**src/rtl/tfh_pkg.sv**
```systemverilog
package tfh_pkg;
  localparam int VC_W    = 2;
  localparam int PAY_OFS = 14;

  localparam logic [7:0] FT_NULL  = 8'h00;
  localparam logic [7:0] FT_POLL  = 8'h01;
  localparam logic [7:0] FT_WRITE = 8'h02;
  localparam logic [7:0] FT_READ  = 8'h03;

  typedef struct packed {
    logic [15:0]     sn;
    logic [7:0]      ftype;
    logic [VC_W-1:0] vc;
    logic            eofe;
    logic [15:0]     size;
  } hdr_t;
endpackage

```
**src/rtl/tfh_byte_idx.sv**
```systemverilog
module tfh_byte_idx #(
  parameter int IDX_W = 4
) (
  input  logic             clk_i,
  input  logic             rst_ni,
  input  logic             valid_i,
  input  logic             last_i,
  output logic [IDX_W-1:0] idx_o
);
  logic [IDX_W-1:0] idx_q;

  always_ff @(posedge clk_i or negedge rst_ni) begin
    if (!rst_ni)                 idx_q <= '0;
    else if (valid_i && last_i)  idx_q <= '0;
    else if (valid_i && idx_q != '1) idx_q <= idx_q + 1'b1;
  end

  assign idx_o = idx_q;
endmodule

```
**src/rtl/tfh_hdr_cap.sv**
```systemverilog
module tfh_hdr_cap
  import tfh_pkg::*;
#(
  parameter int IDX_W = 4
) (
  input  logic             clk_i,
  input  logic             rst_ni,
  input  logic             valid_i,
  input  logic [7:0]       data_i,
  input  logic [IDX_W-1:0] idx_i,
  output hdr_t             hdr_o
);
  hdr_t hdr_q;

  always_ff @(posedge clk_i or negedge rst_ni) begin
    if (!rst_ni) begin
      hdr_q <= '0;
    end else if (valid_i) begin
      case (idx_i)
        IDX_W'(0): hdr_q.sn[15:8]   <= data_i;
        IDX_W'(1): hdr_q.sn[7:0]    <= data_i;
        IDX_W'(2): hdr_q.ftype      <= data_i;
        IDX_W'(3): begin
          hdr_q.vc   <= data_i[7:8-VC_W];
          hdr_q.eofe <= data_i[2];
        end
        IDX_W'(4): hdr_q.size[15:8] <= data_i;
        IDX_W'(5): hdr_q.size[7:0]  <= data_i;
        default: ;
      endcase
    end
  end

  assign hdr_o = hdr_q;
endmodule

```
**src/rtl/tfh_pay_demux.sv**
```systemverilog
module tfh_pay_demux
  import tfh_pkg::*;
#(
  parameter int NUM_VC = 4
) (
  input  logic              clk_i,
  input  logic              rst_ni,
  input  logic              take_i,
  input  logic [7:0]        data_i,
  input  logic [VC_W-1:0]   vc_i,
  input  logic              sof_i,
  input  logic              end_i,
  input  logic              eofe_i,
  output logic [NUM_VC-1:0] ch_valid_o,
  output logic [7:0]        ch_data_o,
  output logic              ch_sof_o,
  output logic              ch_eof_o,
  output logic              ch_eofe_o
);
  logic [NUM_VC-1:0] sel;

  for (genvar g = 0; g < NUM_VC; g++) begin : g_sel
    assign sel[g] = take_i && (vc_i == VC_W'(g));
  end

  always_ff @(posedge clk_i or negedge rst_ni) begin
    if (!rst_ni) begin
      ch_valid_o <= '0;
      ch_data_o  <= '0;
      ch_sof_o   <= 1'b0;
      ch_eof_o   <= 1'b0;
      ch_eofe_o  <= 1'b0;
    end else begin
      ch_valid_o <= sel;
      ch_data_o  <= take_i ? data_i : '0;
      ch_sof_o   <= take_i && sof_i;
      ch_eof_o   <= take_i && end_i && !eofe_i;
      ch_eofe_o  <= take_i && end_i && eofe_i;
    end
  end


  one_ch_chk: assert property (@(posedge clk_i) disable iff (!rst_ni)
    $onehot0(ch_valid_o));

  end_excl_chk: assert property (@(posedge clk_i) disable iff (!rst_ni)
    !(ch_eof_o && ch_eofe_o));

  mark_valid_chk: assert property (@(posedge clk_i) disable iff (!rst_ni)
    (ch_sof_o || ch_eof_o || ch_eofe_o) |-> (ch_valid_o != '0));
endmodule

```
**src/rtl/tunnel_hdr_rx.sv**
```systemverilog
module tunnel_hdr_rx
  import tfh_pkg::*;
#(
  parameter  int MAX_PAY = 8192,
  localparam int NUM_VC  = 1 << VC_W,
  localparam int SIZE_W  = $clog2(MAX_PAY + 1)
) (
  input  logic              clk_i,
  input  logic              rst_ni,
  input  logic              rx_valid_i,
  input  logic [7:0]        rx_data_i,
  input  logic              rx_last_i,
  input  logic              rx_err_i,
  output logic              rd_req_o,
  output logic              ack_req_o,
  output logic [15:0]       evt_sn_o,
  output logic [VC_W-1:0]   evt_vc_o,
  output logic [SIZE_W-1:0] ack_size_o,
  output logic [NUM_VC-1:0] ch_valid_o,
  output logic [7:0]        ch_data_o,
  output logic              ch_sof_o,
  output logic              ch_eof_o,
  output logic              ch_eofe_o
);
  localparam int IDX_W = $clog2(PAY_OFS + 1);

  logic [IDX_W-1:0]  idx;
  hdr_t              hdr;
  logic [SIZE_W-1:0] fwd_cnt_q;
  logic size_ok, in_pay, room, take, pay_end, eofe_now;
  logic frame_end, long_enough, frame_good;

  tfh_byte_idx #(.IDX_W(IDX_W)) i_idx (
    .clk_i, .rst_ni, .valid_i(rx_valid_i), .last_i(rx_last_i), .idx_o(idx)
  );

  tfh_hdr_cap #(.IDX_W(IDX_W)) i_hdr (
    .clk_i, .rst_ni, .valid_i(rx_valid_i), .data_i(rx_data_i), .idx_i(idx), .hdr_o(hdr)
  );

  assign size_ok     = int'(hdr.size) <= MAX_PAY;
  assign in_pay      = idx >= IDX_W'(PAY_OFS);
  assign room        = int'(fwd_cnt_q) < int'(hdr.size);
  assign take        = rx_valid_i && in_pay && (hdr.ftype == FT_WRITE) && size_ok && room;
  // payload ends at the size limit or at frame end, whichever is first
  assign pay_end     = rx_last_i || (int'(fwd_cnt_q) + 1 == int'(hdr.size));
  assign eofe_now    = hdr.eofe || (rx_last_i && rx_err_i);
  assign frame_end   = rx_valid_i && rx_last_i;
  assign long_enough = idx >= IDX_W'(PAY_OFS - 1);
  assign frame_good  = frame_end && long_enough && !rx_err_i && size_ok;

  always_ff @(posedge clk_i or negedge rst_ni) begin
    if (!rst_ni)        fwd_cnt_q <= '0;
    else if (frame_end) fwd_cnt_q <= '0;
    else if (take)      fwd_cnt_q <= fwd_cnt_q + 1'b1;
  end

  always_ff @(posedge clk_i or negedge rst_ni) begin
    if (!rst_ni) begin
      rd_req_o   <= 1'b0;
      ack_req_o  <= 1'b0;
      evt_sn_o   <= '0;
      evt_vc_o   <= '0;
      ack_size_o <= '0;
    end else begin
      rd_req_o  <= frame_good && (hdr.ftype == FT_READ);
      ack_req_o <= frame_good && (hdr.ftype == FT_WRITE);
      if (frame_good && (hdr.ftype == FT_READ || hdr.ftype == FT_WRITE)) begin
        evt_sn_o   <= hdr.sn;
        evt_vc_o   <= hdr.vc;
        ack_size_o <= (hdr.ftype == FT_WRITE) ? fwd_cnt_q + SIZE_W'(take) : '0;
      end
    end
  end

  tfh_pay_demux #(.NUM_VC(NUM_VC)) i_demux (
    .clk_i, .rst_ni,
    .take_i(take), .data_i(rx_data_i), .vc_i(hdr.vc),
    .sof_i(fwd_cnt_q == '0), .end_i(pay_end), .eofe_i(eofe_now),
    .ch_valid_o, .ch_data_o, .ch_sof_o, .ch_eof_o, .ch_eofe_o
  );


  rd_pulse_chk: assert property (@(posedge clk_i) disable iff (!rst_ni)
    rd_req_o |=> !rd_req_o);

  ack_after_last_chk: assert property (@(posedge clk_i) disable iff (!rst_ni)
    ack_req_o |-> $past(rx_valid_i && rx_last_i));

  rd_after_last_chk: assert property (@(posedge clk_i) disable iff (!rst_ni)
    rd_req_o |-> $past(rx_valid_i && rx_last_i && !rx_err_i));

  req_excl_chk: assert property (@(posedge clk_i) disable iff (!rst_ni)
    !(rd_req_o && ack_req_o));

  ack_size_chk: assert property (@(posedge clk_i) disable iff (!rst_ni)
    ack_req_o |-> int'(ack_size_o) <= MAX_PAY);
endmodule

```
**config.mk**
```make
export PLATFORM = sky130hd
export DESIGN_NAME = tunnel_hdr_rx
export DESIGN_NICKNAME = d
export VERILOG_FILES = /design/src/rtl/tfh_pkg.sv /design/src/rtl/tfh_byte_idx.sv /design/src/rtl/tfh_hdr_cap.sv /design/src/rtl/tfh_pay_demux.sv /design/src/rtl/tunnel_hdr_rx.sv
export SDC_FILE = /design/constraint.sdc
export NUM_CORES = 1
export LEC_CHECK = 0
export BUFFER_PORTS_ARGS = -buffer_cell sky130_fd_sc_hd__buf_2
export CAP_MARGIN = 20
export CELL_PAD_IN_SITES_DETAIL_PLACEMENT = 1
export CELL_PAD_IN_SITES_GLOBAL_PLACEMENT = 1
export CORE_MARGIN = 1.5
export CORE_UTILIZATION = 40
export CTS_BUF_LIST = sky130_fd_sc_hd__clkbuf_4
export DETAILED_ROUTE_END_ITERATION = 8
export PLACE_DENSITY_LB_ADDON = 0.08
export SLEW_MARGIN = 25
export SYNTH_ARGS = -nofsm -noshare
export SYNTH_HDL_FRONTEND = slang
export SYNTH_SLANG_ARGS = --single-unit
export TNS_END_PERCENT = 20
```
**constraint.sdc**
```tcl
create_clock -name clk_i -period 3.8 [get_ports clk_i]
set_input_delay 0.19 -clock clk_i [delete_from_list [all_inputs] [get_ports clk_i]]
set_output_delay 0.19 -clock clk_i [all_outputs]
set_load 0.05 [all_outputs]
```
Word level (Yosys, flattened, before mapping):

Index checks and enable logic that the tools add are counted.

* output and inout bits: 49
* bits in registers: 110
* logic and storage cells: 82

* add/sub/neg operators: 4
* mux-type cells: 6
* eq/ne operators: 12
* reductions and logical operators: 37
* magnitude comparators: 4

Operators with widths (number)
* $mux W14: 3
* $logic_and A1 B1 Y1: 21
* $eq A15 B16 Y1: 1
* $eq A8 B2 Y1 const B: 2
* $le A16 B14 Y1 const B: 1
* $lt A14 B16 Y1: 1
* $add A14 B1 Y15 const B: 1
* $add A14 B1 Y14: 1
* $add A14 B1 Y14 const B: 1
* $logic_not A14 Y1: 1
* $reduce_and A2 Y1: 6
* $eq A4 B2 Y1 const B: 2
* $eq A4 B3 Y1 const B: 2
* $ge A4 B4 Y1 const B: 2
* $mux W4: 2
* $mux W8: 1
* $add A4 B1 Y4 const B: 1
* $eq A2 B2 Y1 const B: 2
* $eq A4 B1 Y1 const B: 1
* $logic_not A4 Y1: 1
* $ne A4 B4 Y1 const B: 1
* $reduce_bool A2 Y1: 2
* $logic_or A1 B1 Y1: 3
* $eq A2 B1 Y1 const B: 1
* other kinds (2): 3

Depth between registers and ports, before layout:

* word-level depth: 7
* gate-level depth with buffers: 15
* gate-level depth less buffers: 14

Modules after synthesis:

Synthesis repeated with hierarchy kept, for this count alone.

* cells, all modules: 489
* area total of the unflattened synthesis: 5559.1 um^2

By module, submodules not included
* tunnel_hdr_rx: sequential area each 1201.2 um^2, area each 3159.3 um^2, instances 1, cells each 342
* tfh_hdr_cap: sequential area each 1076.0 um^2, area each 1695.4 um^2, instances 1, cells each 97
* tfh_pay_demux: sequential area each 375.4 um^2, area each 501.7 um^2, instances 1, cells each 31
* tfh_byte_idx: sequential area each 100.1 um^2, area each 202.7 um^2, instances 1, cells each 19

Worst setup path after synthesis:

Ideal clock, no wire load.

* kind: register to register
* start: register i_hdr.hdr_q, in the netlist i_hdr.hdr_o[11]
* end: register ack_size_o[9]
* period minus slack after synthesis: 3118 ps
* setup time: 96 ps
* arrival: 3022 ps
* cell stages (with the launch flop): 16
* slack: 682 ps
* required time: 3704 ps
* cell sequence: dfrtp_1 inv_1 ha_1 a21oi_1 o21ai_0 a211oi_1 a211oi_2 or2_1 inv_1 clkbuf_1 ha_1 nand3_1 nor3_1 nand2_1 xor2_1 o31ai_1

* longest elaborated chain between the ends: 5
* elaborated cells on any way between the ends: 8

Ends and longest elaborated chain
* from (decl): line tfh_hdr_cap.sv:13 `hdr_t hdr_q;`
* $le A16 B14 Y1: line tunnel_hdr_rx.sv:41 `assign size_ok = int'(hdr.size) <= MAX_PAY;`
* $logic_and A1 B1 Y1 (2 in series): line tunnel_hdr_rx.sv:44 `assign take = rx_valid_i && in_pay && (hdr.ftype == FT_WRITE) && size_ok && room;`
* $add A14 B1 Y14: line tunnel_hdr_rx.sv:71 `ack_size_o <= (hdr.ftype == FT_WRITE) ? fwd_cnt_q + SIZE_W'(take) : '0;`
* $mux W14: line tunnel_hdr_rx.sv:71
* to (signal assigned): line tunnel_hdr_rx.sv:71
* to (decl): line tunnel_hdr_rx.sv:18 `output logic [SIZE_W-1:0] ack_size_o,`

Several ways; a longest one is shown, not always the timed one.
A chain may end at the register's enable or synchronous reset.

Worst setup path after layout:

* start: register fwd_cnt_q[9]
* end: register ack_size_o[11]

* longest elaborated chain between the ends: 4

Ends and longest elaborated chain
* from (decl): line tunnel_hdr_rx.sv:29 `logic [SIZE_W-1:0] fwd_cnt_q;`
* from (signal assigned): line tunnel_hdr_rx.sv:55 `else if (take) fwd_cnt_q <= fwd_cnt_q + 1'b1;`
* $lt A14 B16 Y1: line tunnel_hdr_rx.sv:43 `assign room = int'(fwd_cnt_q) < int'(hdr.size);`
* $logic_and A1 B1 Y1: line tunnel_hdr_rx.sv:44
* $add A14 B1 Y14 (*): line tunnel_hdr_rx.sv:71
* $mux W14 (*): line tunnel_hdr_rx.sv:71

Every way passes the cells marked *; elsewhere a longest branch is shown, timed or not.

==> impl_metrics.csv <==
group,metric,value,unit
worst_hold_path,hold_path_depth,2,
layout,final_nets,590,
drt,drt_pass1_iterations,4,
sta,whs,0.0527,ns
floorplanning,die_w,120,um
layout,final_cell_mix,"dfrtp_1 (110), mux2_2 (60), buf_2 (60)",
synth,syn-num-nets,520,
sta,clock.fmax,294,MHz
floorplanning,core,0.0132,sq mm
clock_tree,cts_tree,"yes",
layout,drive_gt1_frac,0.279,
floorplanning,initial_core_util,0.411,
place,placed_cell_area,0.00594,sq mm
global_route,grt_pass1_wl,23.3,mm
layout,fillers,1497,
worst_setup_path,path_cells,"ha_1, a21oi_1, o21ai_0, a211oi_1, a211oi_2, or2_1, inv_1, ha_1, nand3_1, nor3_1, nand2_1, xor2_1, o31ai_1",
global_route,grt.total_usage,0.216,
synth,syn-cell-area,0.00545,sq mm
drt,ant_nets,0,
sta,fin_crit,3.40,ns
synth,synth_seq_cells,110,
clock_tree,htree_num_levels,3,
global_route,grt_pass1_vias,4117,
sta,timing.setup.tns,0,ns
clock_tree,cts_made_buffers,9,
layout,num_antenna_cells,0,
clock_tree,clock-sinks,110,
floorplanning,fp.dieH,120,um
place,gp_congestion,0.928,
synth,synth_edf_count,0,
synth,async_flop_share,1.00,
layout,design_area,0.00619,sq mm
worst_setup_path,critPathMaxFanout,11,
global_route,antenna_found_initial,0,
clock_tree,cts_setup_buffers,0,
layout,ff_latch_area,0.00275,sq mm
sta,period_share,0.895,
outcome,status,"complete, no violations",
layout,finish.utilization,0.467,
pwr,total_power,2.90,mW
synth,avgSynthCellArea,11.2,sq um
synth,yosysWarnings,0,
place,portBuffers,61,
global_route,grt_max_degree,44,
sta,finalClockSkew,0.0211,ns
sta,rsz0062_at_grt,"false",
pwr,ir_drop,0.000328,V
drt,viasPerCell,5.24,
sta,slew_violations,0,
worst_setup_path,crit_slowest_cell,"dfrtp_1",
worst_setup_path,max_stage_delay,0.59,ns
worst_setup_path,cp-start-kind,"register",
layout,synthToLayoutAreaGrowth,13.6,%
drt,drt_iter0_markers,172,
drt,drc,0,
worst_hold_path,holdCritPathClass,"input pin to register",
worst_setup_path,reg2reg_depth,13,
floorplanning,ioPinCount,62,
floorplanning,die_area,0.0143,sq mm
synth,syn_inst,485,
drt,vias,3859,
global_route,gr-total-overflow,0,
worst_setup_path,critPathArrivalTime,3.80,ns
layout,final_common_cell,"dfrtp_1",
sta,tightest_slew,0.601,ns
floorplanning,num_rows,42,
job,cap_violations,0,
synth,synth-main-ff-cell,"dfrtp_1",
drt,wire_per_inst,19.7,um
sta,final_hold_viol_count,0,
pwr,leakage,2.94,nW
worst_setup_path,cpMostUsedCell,"ha_1",
clock_tree,clock_latency,0.48,ns
layout,multiInputGateArea,0.00248,sq mm
clock_tree,cts.clk_slew.worst_paths,0.18,ns
place,dp_hpwl,10.8,mm
worst_setup_path,crit_type,"register to register",
sta,max_slew_margin,0.598,
sta,setup_violations,0,
synth,synth_seq_area_share,0.506,
synth,ys_types,48,
worst_setup_path,cp.required,4.20,ns
clock_tree,clk_path_buf_depth,2,
drt,routed_wl,14.5,mm
clock_tree,cts-root-buf,"clkbuf_4",
pwr,p_per_area,468,mW/mm^2
worst_setup_path,end_kind,"register",
## power by group
group	switching [mW]	total, mW	leakage [nW]	internal [mW]
combinational	0.335	0.708	1.41	0.374
sequential	0.205	1.60	1.46	1.40
clock	0.424	0.585	0.0767	0.161
## metrics by stage
stage / setup slack [ns] / instances
2_1_floorplan: 0.682 / 485
3_3_place_gp: 0.624 / 709
3_5_place_dp: 0.434 / 709
4_1_cts: 0.406 / 734
5_1_grt: 0.0571 / 736
6_report: 0.397 / 736
## cells in the mapped netlist (all sizes together), types with 2 or more instances
cell | instances | area share
buf | 10 | 0.012
nor3b | 4 | 0.0055
or2 | 2 | 0.0023
and3 | 7 | 0.0080
xnor2 | 32 | 0.051
or3 | 5 | 0.0057
nand2b | 3 | 0.0034
a21oi | 14 | 0.013
nor4 | 10 | 0.013
xor2 | 12 | 0.019
and2 | 16 | 0.018
and4 | 2 | 0.0032
clkbuf | 15 | 0.010
nor2 | 23 | 0.016
a41oi | 2 | 0.0032
o21ai | 18 | 0.017
ha | 22 | 0.051
inv | 24 | 0.017
nor3 | 10 | 0.010
mux2 | 60 | 0.12
nand2 | 35 | 0.024
a211oi | 3 | 0.0051
dfrtp | 110 | 0.51
nand3 | 15 | 0.014
nand4 | 9 | 0.013
o31ai | 8 | 0.011
## worst max-delay path, delay by kind of cell, from the launching register on
| kind | cells | cell delay, ns |
|---|---|---|
| AOI/OAI and AO/OA | 5 | 1.05 |
| and+or+nand+nor | 4 | 0.90 |
| DFF | 1 | 0.59 |
| adders and majority gates | 2 | 0.52 |
| xor gates and xnor gates | 1 | 0.15 |
| buffers and inverters | 1 | 0.11 |
## state kept, by name (all words and copies together) (netlist names), 2 cells and up
register	cells
i_hdr.hdr_o	43
evt_sn_o	16
ack_size_o	14
fwd_cnt_q	14
i_demux.ch_data_o	8
i_demux.ch_valid_o	4
i_idx.idx_o	4
evt_vc_o	2
## cell type report
cell class | instances | area share
timing repair buffer | 84 | 0.0821
clock buffer | 10 | 0.0121
multi-input combinational | 326 | 0.401
sequential | 110 | 0.445
tap | 176 | 0.0356
inverter | 24 | 0.0146
clock inverter | 6 | 0.0101
## cell families after synthesis
family	synth area share
XOR/XNOR	0.0708
adder cells (fa/ha/maj)	0.0506
buffers and inverters	0.0391
AND/OR/NAND/NOR	0.143
AO/OA/AOI/OAI	0.0671
multiplexers	0.124
flip-flops	0.506
## layer usage
metal	vias to the layer above	wire length, um	global-route usage
li1	1824	-	-
met1	1951	6370	0.271
met2	67	7330	0.372
met3	17	495	0.0456
met4	0	298	0.0714
met5	-	0	0
## repair_timing
item	in CTS	in global routing
gates resized for setup	0	0
hold endpoints to repair	39	2
hold buffers	9	2
## final timing paths
path	endpoint	from	slack, ns
worst min register to register	i_demux.ch_eof_o	i_hdr.hdr_o[16]	0.48
worst min-delay path	i_demux.ch_data_o[3]	rx_data_i[3]	0.05
max in group asynchronous	evt_sn_o[4]	rst_ni	2.70
worst max register to register	ack_size_o[11]	fwd_cnt_q[9]	0.40
worst max-delay path	ack_size_o[11]	fwd_cnt_q[9]	0.40
min in group asynchronous	fwd_cnt_q[7]	rst_ni	0.17
(Power assumes the default switching activity.)
